<file path="src/rtl/ninebit_lcd_serializer.sv">
module ninebit_lcd_serializer #(
  parameter int          CLK_HZ      = 100_000_000,
  parameter int          SCLK_MAX_HZ = 10_000_000,
  parameter logic [7:0]  FILL_OP     = 8'h5C
) (
  input  logic       clk,
  input  logic       rst_n,
  input  logic       in_valid,
  output logic       in_ready,
  input  logic [7:0] in_byte,
  input  logic       in_is_data,
  input  logic       in_last,
  output logic       sclk,
  output logic       mosi,
  output logic       cs_n
);
  localparam int HALF = (CLK_HZ + 2 * SCLK_MAX_HZ - 1) / (2 * SCLK_MAX_HZ);
  localparam int DW   = (HALF > 1) ? $clog2(HALF) : 1;

  typedef enum logic [1:0] {IDLE, SHIFT, HOLD} st_t;

  st_t           st;
  logic [8:0]    sh;
  logic [3:0]    bitn;
  logic [DW-1:0] div;
  logic          sclk_r;
  logic [2:0]    mod8;
  logic          last_r;

  wire       take   = in_valid && in_ready;
  wire       tick   = div == DW'(HALF - 1);
  wire [2:0] mod_nx = mod8 + 3'd1;

  assign in_ready = st != SHIFT;
  assign cs_n     = st == IDLE;
  assign sclk     = sclk_r;
  assign mosi     = (st == SHIFT) && sh[8];

  always_ff @(posedge clk) begin
    if (!rst_n) begin
      st     <= IDLE;
      sh     <= '0;
      bitn   <= '0;
      div    <= '0;
      sclk_r <= 1'b0;
      mod8   <= '0;
      last_r <= 1'b0;
    end else begin
      case (st)
        IDLE, HOLD: begin
          if (take) begin
            sh     <= {in_is_data, in_byte};
            bitn   <= '0;
            div    <= '0;
            sclk_r <= 1'b0;
            last_r <= in_last;
            st     <= SHIFT;
            if (st == IDLE) mod8 <= '0;
          end
        end
        SHIFT: begin
          if (!tick) begin
            div <= div + 1'b1;
          end else begin
            div <= '0;
            if (!sclk_r) begin
              sclk_r <= 1'b1;
            end else begin
              sclk_r <= 1'b0;
              if (bitn != 4'd8) begin
                sh   <= {sh[7:0], 1'b0};
                bitn <= bitn + 4'd1;
              end else begin
                mod8 <= mod_nx;
                if (!last_r) begin
                  st <= HOLD;
                end else if (mod_nx != 3'd0) begin
                  sh   <= {1'b0, FILL_OP};
                  bitn <= '0;
                end else begin
                  st <= IDLE;
                end
              end
            end
          end
        end
        default: st <= IDLE;
      endcase
    end
  end


  sclk_idle_chk: assert property (@(posedge clk) disable iff (!rst_n)
    cs_n |-> !sclk);


  mosi_hold_chk: assert property (@(posedge clk) disable iff (!rst_n)
    (sclk && $past(sclk)) |-> $stable(mosi));


  busy_ready_chk: assert property (@(posedge clk) disable iff (!rst_n)
    sclk |-> !in_ready);


  pad_align_chk: assert property (@(posedge clk) disable iff (!rst_n)
    $rose(cs_n) |-> (mod8 == 3'd0));


  cs_release_chk: assert property (@(posedge clk) disable iff (!rst_n)
    $rose(cs_n) |-> $past(last_r));


  hold_cs_chk: assert property (@(posedge clk) disable iff (!rst_n)
    (st == HOLD) |-> !cs_n);
endmodule

</file>
<file path="config.mk">
export PLATFORM = sky130hd
export DESIGN_NAME = ninebit_lcd_serializer
export DESIGN_NICKNAME = d
export VERILOG_FILES = /design/src/rtl/ninebit_lcd_serializer.sv
export SDC_FILE = /design/constraint.sdc
export NUM_CORES = 1
export LEC_CHECK = 0
export ABC_AREA = 1
export BUFFER_PORTS_ARGS = -buffer_cell sky130_fd_sc_hd__buf_2
export CAP_MARGIN = 20
export CORE_AREA = 4 4 53 55
export CTS_BUF_LIST = sky130_fd_sc_hd__clkbuf_4 sky130_fd_sc_hd__clkbuf_8 sky130_fd_sc_hd__clkbuf_16
export DETAILED_ROUTE_END_ITERATION = 10
export DIE_AREA = 0 0 57 59
export GPL_TIMING_DRIVEN = 0
export PLACE_DENSITY = 0.79
export SYNTH_ARGS = -nofsm -noshare
export SYNTH_HDL_FRONTEND = slang
export SYNTH_SLANG_ARGS = --single-unit
</file>
<file path="constraint.sdc">
create_clock -name clk -period 1.6 [get_ports clk]
set_input_delay 0.32 -clock clk [delete_from_list [all_inputs] [get_ports clk]]
set_output_delay 0.32 -clock clk [all_outputs]
set_load 0.01 [all_outputs]
</file>
==> out/metrics.csv, run 1 <==
stage;metric;value;unit
routing;firstDrtPassIters;4;
power;p_per_area;824;nW/µm²
sta;setup_viol;0;
cells_and_area;nFillCells;219;
power;vdd_drop_max;0.482;mV
clock_tree;cts_tree;built;
floorplanning;ioPinCount;17;
routing;avgViaCountPerCell;5.57;
clock_tree;clockBufferDepth;2;
floorplanning;die_x;57;µm
logic_synthesis;synth-async-reset-ratio;0;
sta;slew_headroom;0.620;
power;power;0.00129;W
clock_tree;cts_inserted_buffers;3;
routing;wl;3350;µm
sta;clock_skew;12.8;ps
critical_path;r2r_slack;70;ps
cells_and_area;finalNetCount;233;
floorplanning;die_y;59;µm
routing;vias;1354;
routing;ant_nets;0;
clock_tree;htreeDepth;1;
critical_path;cp.required;1850;ps
critical_path;slowest_stage;dfxtp_2;
place;portBuffers;16;
cells_and_area;drive_gt1_frac;0.286;
sta;min_period;1530;ps
clock_tree;clk_latency;320;ps
cells_and_area;diodes;0;
global_routing;grt_pass1_wl;5510;µm
logic_synthesis;yosysMostFrequentCell;nand2_1;
logic_synthesis;synth_area_leader_cell;dfxtp_1;
critical_path;path_max_fanout;10;
floorplanning;coreArea;2390;µm²
sta;fmax;652;MHz
sta;tightest_slew;570;ps
sta;period_share;0.959;
power;p_leak;0.683;nW
run;maxCapViolCount;0;
critical_path;cp.arrival;1790;ps
logic_synthesis;ys_ff_latch;23;
critical_path;slowest_delay;360;ps
logic_synthesis;seq_area_frac_synth;0.358;
logic_synthesis;synth-edff-count;0;
global_routing;grt_pass1_vias;1242;
global_routing;gr-total-overflow;0;
routing;drtIter0Drc;58;
logic_synthesis;synth_top_area_share;0.358;
global_routing;grt_usage;0.210;
floorplanning;num_rows;18;
logic_synthesis;synth_top_flop_cell;dfxtp_1;
logic_synthesis;yosys_warnings;0;
clock_tree;cts-root-buf;clkbuf_4;
logic_synthesis;synth.distinct_cells;26;
place;dp_hpwl;2240;µm
sta;hold_viol;0;
critical_path;start_kind;register;
logic_synthesis;ys_top_cells_by_area;dfxtp_1 (36%), nand2_1 (12%), nand3_1 (10%);
place;dp_slack;-111;ps
floorplanning;dieArea;3360;µm²
routing;wl_per_cell;13.8;µm
logic_synthesis;syn_area;1290;µm²
logic_synthesis;syn_area_per_cell;6.95;µm²
clock_tree;hold_buffers;0;
global_routing;antenna_found_initial;0;
critical_path;path_cells;inv_1 > ha_2 > nand3_4 > nor2_4 > nand2_1 > buf_6 > nand2_4 > nand2_1 > a21oi_1;
sta;setup_slack;66.1;ps
cells_and_area;area_growth;21.3;%
logic_synthesis;yosys-top-cells-count;nand2_1 (42), nand3_1 (26), dfxtp_1 (23);
hold_path;min_path_type;input pin to register;
clock_tree;clkSinkCount;23;
place;gp_congestion;0.784;
critical_path;criticalPathCategory;register to register;
sta;drv_slew;0;
routing;drc_errors;0;
logic_synthesis;syn-num-nets;204;
clock_tree;path_clk_slew;130;ps
critical_path;end_kind;register;
logic_synthesis;postSynthCellCount;185;
outcome;status;complete, no violations;
critical_path;crit_top_cell;nand2_1;
floorplanning;initial_core_util;0.539;
global_routing;grt_start_max_net_pins;13;
==> power by group <==
| group | switching, W | internal, W |
|---|---|---|
| logic | 0.000197 | 0.000146 |
| clock network | 0.000181 | 0.000115 |
| registers | 0.0000334 | 0.000614 |
==> kinds of logic (layout without fill, tap and decap cells) <==
group | Yosys count | after routing | share of synthesized area
AOI/OAI and AO/OA | 31 | 31 | 0.134
DFF | 23 | 23 | 0.358
buffers and inverters | 26 | 54 | 0.0914
and+or+nand+nor | 98 | 98 | 0.351
adders and majority gates | 6 | 6 | 0.0584
xor gates and xnor gates | 1 | 1 | 0.00681
==> placed cells by master (no fill, tap or decap), drive strengths merged <==
cell	instances
inv	18
o21bai	1
a211oi	1
a31oi	1
or2	5
clkbuf	6
ha	6
buf	30
dfxtp	23
nor3	2
a21oi	21
nand3	27
nand4	3
nand2	45
xnor2	1
o21ai	7
nor2	16
==> sequential cells by signal, indices dropped and copies added, names as in the netlist <==
name,cells
bitn,4
sh,9
last_r,1
div,3
st,2
sclk,1
mod8,3
==> path summary, 6_finish.rpt <==
path,cells past startpoint,to,startpoint
min reg2reg,2,sh[8],sh[8]
min,3,last_r,in_last
max reg2reg,9,sh[7],bitn[0]
max,9,sh[7],bitn[0]
==> area by class of cell <==
type	count	area (µm²)	area share
clock buffers	4	30.0	0.0192
repair buffers	24	140	0.0898
well taps	30	37.5	0.0241
inverters	18	67.6	0.0433
flip-flops and latches	23	470	0.302
plain buffers	8	65.1	0.0417
multi-input cells	136	749	0.480
==> routing by layer <==
| layer | GRT usage | up-vias | wire (µm) |
|---|---|---|---|
| met5 | 0 | - | 0 |
| met4 | 0.126 | 0 | 79 |
| met3 | 0.0392 | 8 | 242 |
| met2 | 0.359 | 49 | 1690 |
| met1 | 0.245 | 637 | 1330 |
| li1 | - | 660 | - |
==> critical path, delay by kind of cell (launching register included) <==
family                   cells  cell delay, ps
AO/OA/AOI/OAI                1             150
AND/OR/NAND/NOR              5             490
flip-flops                   1             360
buffers and inverters        2             250
adder cells (fa/ha/maj)      1             210
==> per-stage QoR <==
| stage | TNS (ps) | hold WS, ps | instances | instance area, µm² | utilization |
|---|---|---|---|---|---|
| 3_5_place_dp | -789 | 460 | 231 | 1400 | 0.588 |
| 2_1_floorplan | 0 | 436 | 185 | 1290 | - |
| 3_3_place_gp | -168 | 447 | 231 | 1400 | 0.588 |
| 5_1_grt | -49.0 | 316 | 243 | 1560 | 0.654 |
| 6_report | 0 | 300 | 243 | 1560 | 0.654 |
| 4_1_cts | 0 | 304 | 236 | 1470 | 0.615 |
==> what timing repair did <==
action                     CTS  global route
pin swaps                    1             3
setup endpoints to repair   15            19
resized for setup            7            20
cloned                       0             1
setup buffers                1             6
No activity file was read; power rests on OpenSTA's default activity.
==> run 2: changes to the inputs <==
CORE_AREA = 4 4 52 54   (was 4 4 53 55)
DIE_AREA = 0 0 56 58   (was 0 0 57 59)
PLACE_DENSITY = 0.83   (was 0.79)
clock period = 1.9 ns   (was 1.6 ns; I/O delays follow)
==> run 2 against run 1 <==
Non-clock buffer count is 8 lower. Critical endpoint is now mosi. Wire length is 7.6% lower. Setup slack better by 52 ps. Highest routed layer unchanged. Critical path depth is 4 lower. Hold slack better by 69 ps.
==> out/metrics.csv, run 2 (synthesized netlist as in run 1, its figures left out) <==
stage;metric;value;unit;change
sta;holdWs;369;ps;was 300 ps
routing;met1_length;1320;µm;was 1330 µm
global_routing;gr-total-overflow;0;;unchanged
critical_path;rr_worst_depth;9;;unchanged
routing;wl;3090;µm;was 3350 µm
global_routing;grt_pass1_wl;5040;µm;was 5510 µm
cells_and_area;area_growth;11.3;%;was 21.3%
sta;drv_slew;0;;unchanged
hold_path;holdPathEnd;sh[0];;was last_r
clock_tree;ctsResizeCount;0;;was 7
floorplanning;num_rows;17;;was 18
power;comb_power_share;0.238;;was 0.267
floorplanning;coreArea;2210;µm²;was 2390 µm²
sta;period_share;0.938;;
sta;min_period;1780;ps;
floorplanning;die_y;58;µm;was 59 µm
hold_path;min_path_type;input pin to register;;unchanged
sta;clock_skew;8.02;ps;was 12.8 ps
floorplanning;ioPinCount;17;;unchanged
routing;wl_met2;1580;µm;was 1690 µm
critical_path;r2r_slack;140;ps;was 70 ps
floorplanning;dieArea;3250;µm²;was 3360 µm²
cells_and_area;final_common_cell;nand2_1;;unchanged
sta;setup_viol;0;;unchanged
sta;fin_tns_setup;0;ps;unchanged
cells_and_area;fin_util;0.647;;was 0.654
sta;tightest_slew;500;ps;was 570 ps
cells_and_area;diodes;0;;unchanged
place;portBuffers;16;;unchanged
cells_and_area;top_regs;sh: 9 flops, bitn: 4 flops;;unchanged
sta;rsz0062_at_grt;false;;
routing;firstDrtPassIters;4;;unchanged
place;gp_congestion;0.827;;was 0.784
global_routing;grt_start_max_net_pins;13;;unchanged
critical_path;path_max_fanout;10;;unchanged
global_routing;grt_pass1_vias;1132;;was 1242
clock_tree;path_clk_slew;120;ps;was 130 ps
hold_path;hold_start;in_byte[0];;was in_last
cells_and_area;seq_area;460;µm²;was 470 µm²
sta;hold_viol;0;;unchanged
cells_and_area;final_cell_mix;nand2_1 (42), nand3_1 (26), dfxtp_1 (23);;was nand2_1 (40), nand3_1 (26), a21oi_1 (18)
run;maxCapViolCount;0;;unchanged
routing;ant_nets;0;;unchanged
clock_tree;clk_latency;310;ps;was 320 ps
critical_path;criticalPathCategory;register to primary output;;was register to register
place;dp_slack;189;ps;was -111 ps
critical_path;end_kind;primary output;;was register
routing;vias;1259;;was 1354
sta;slew_headroom;0.667;;was 0.620
cells_and_area;regMostFlops;sh;;unchanged
floorplanning;initial_core_util;0.581;;was 0.539
cells_and_area;finalNetCount;225;;was 233
clock_tree;htreeDepth;1;;unchanged
cells_and_area;nFillCells;210;;was 219
routing;wl_per_cell;13.3;µm;was 13.8 µm
power;p_per_area;716;nW/µm²;was 824 nW/µm²
power;p_leak;0.627;nW;was 0.683 nW
place;dp_hpwl;2290;µm;was 2240 µm
sta;fmax;561;MHz;
critical_path;start_kind;register;;unchanged
clock_tree;cts-root-buf;clkbuf_4;;unchanged
critical_path;rr_endpoint;sh[8];;was sh[7]
clock_tree;cts_setup_buffers;0;;was 1
global_routing;antenna_found_initial;0;;unchanged
routing;drc_errors;0;;unchanged
critical_path;cp.required;1520;ps;was 1850 ps
routing;wl_met3;189;µm;was 242 µm
clock_tree;clockBufferDepth;2;;unchanged
power;vdd_drop_max;0.678;mV;was 0.482 mV
power;power;0.00103;W;was 0.00129 W
critical_path;cp.arrival;1400;ps;was 1790 ps
sta;setup_slack;118;ps;was 66.1 ps
routing;highest_layer;met4;;unchanged
cells_and_area;drive_gt1_frac;0.190;;was 0.286
hold_path;min_path_cells;3;;unchanged
power;swShare;0.309;;was 0.320
clock_tree;hold_buffers;0;;unchanged
floorplanning;die_x;56;µm;was 57 µm
critical_path;r2r_start;bitn[0];;unchanged
clock_tree;clkSinkCount;23;;unchanged
power;p_sw;0.000317;W;was 0.000412 W
clock_tree;cts_inserted_buffers;3;;unchanged
clock_tree;cts_tree;built;;unchanged
outcome;status;complete, no violations;;unchanged
routing;avgViaCountPerCell;5.40;;was 5.57
power;intPower;0.000708;W;was 0.000874 W
cells_and_area;multi_input_area;708;µm²;was 749 µm²
routing;drtIter0Drc;43;;was 58
power;power_frac_seq;0.530;;was 0.503
global_routing;grt_usage;0.191;;was 0.210
cells_and_area;largest_reg_flops;9;;unchanged
power;clock_power_share;0.232;;was 0.230
[run 2: power groups by stage]
| stage | Combinational (W) | Clock [W] | Sequential (W) |
|---|---|---|---|
| after floorplan | 0.000179 | 0 | 0.000548 |
| after global placement | 0.000231 | 0 | 0.000550 |
| after detailed placement | 0.000242 | 0 | 0.000554 |
| after CTS | 0.000243 | 0.000246 | 0.000543 |
| after global routing | 0.000272 | 0.000270 | 0.000548 |
| final | 0.000244 | 0.000237 | 0.000544 |
[run 2: worst max-delay path, cell delays in order (launching register included)]
cell	delay, ps
dfxtp_1	440
inv_1	120
nand2_2	120
buf_2	230
nor2_1	50
buf_2	130
[run 2: final cells by class]
cell class	instances	share of cell area
Tap cell	28	0.0245
Sequential cell	23	0.322
Clock buffer	4	0.0210
Inverter	18	0.0472
Buffer	8	0.0350
Timing Repair Buffer	16	0.0559
Multi-Input combinational cell	136	0.495
[run 2: routing by layer]
metal	vias up	GRT usage
li1	646	-
met1	572	0.236
met2	39	0.346
met3	2	0.0445
met4	0	0.0237
met5	-	0
[run 2: worst max-delay path by stage]
stage / slack (ps) / from / to / cells past startpoint
2_1_floorplan: 520 / bitn[0] / bitn[2] / 9
3_3_place_gp: 300 / bitn[0] / sh[0] / 9
3_5_place_dp: 190 / bitn[0] / sh[8] / 9
4_1_cts: 110 / st[1] / mosi / 5
5_1_grt: 7 / st[1] / mosi / 5
6_report: 120 / st[1] / mosi / 5
[run 2: stage by stage]
stage,std cells,instance area [µm²]
2_1_floorplan,185,1290
3_3_place_gp,229,1400
3_5_place_dp,229,1400
4_1_cts,233,1430
5_1_grt,233,1430
6_report,233,1430
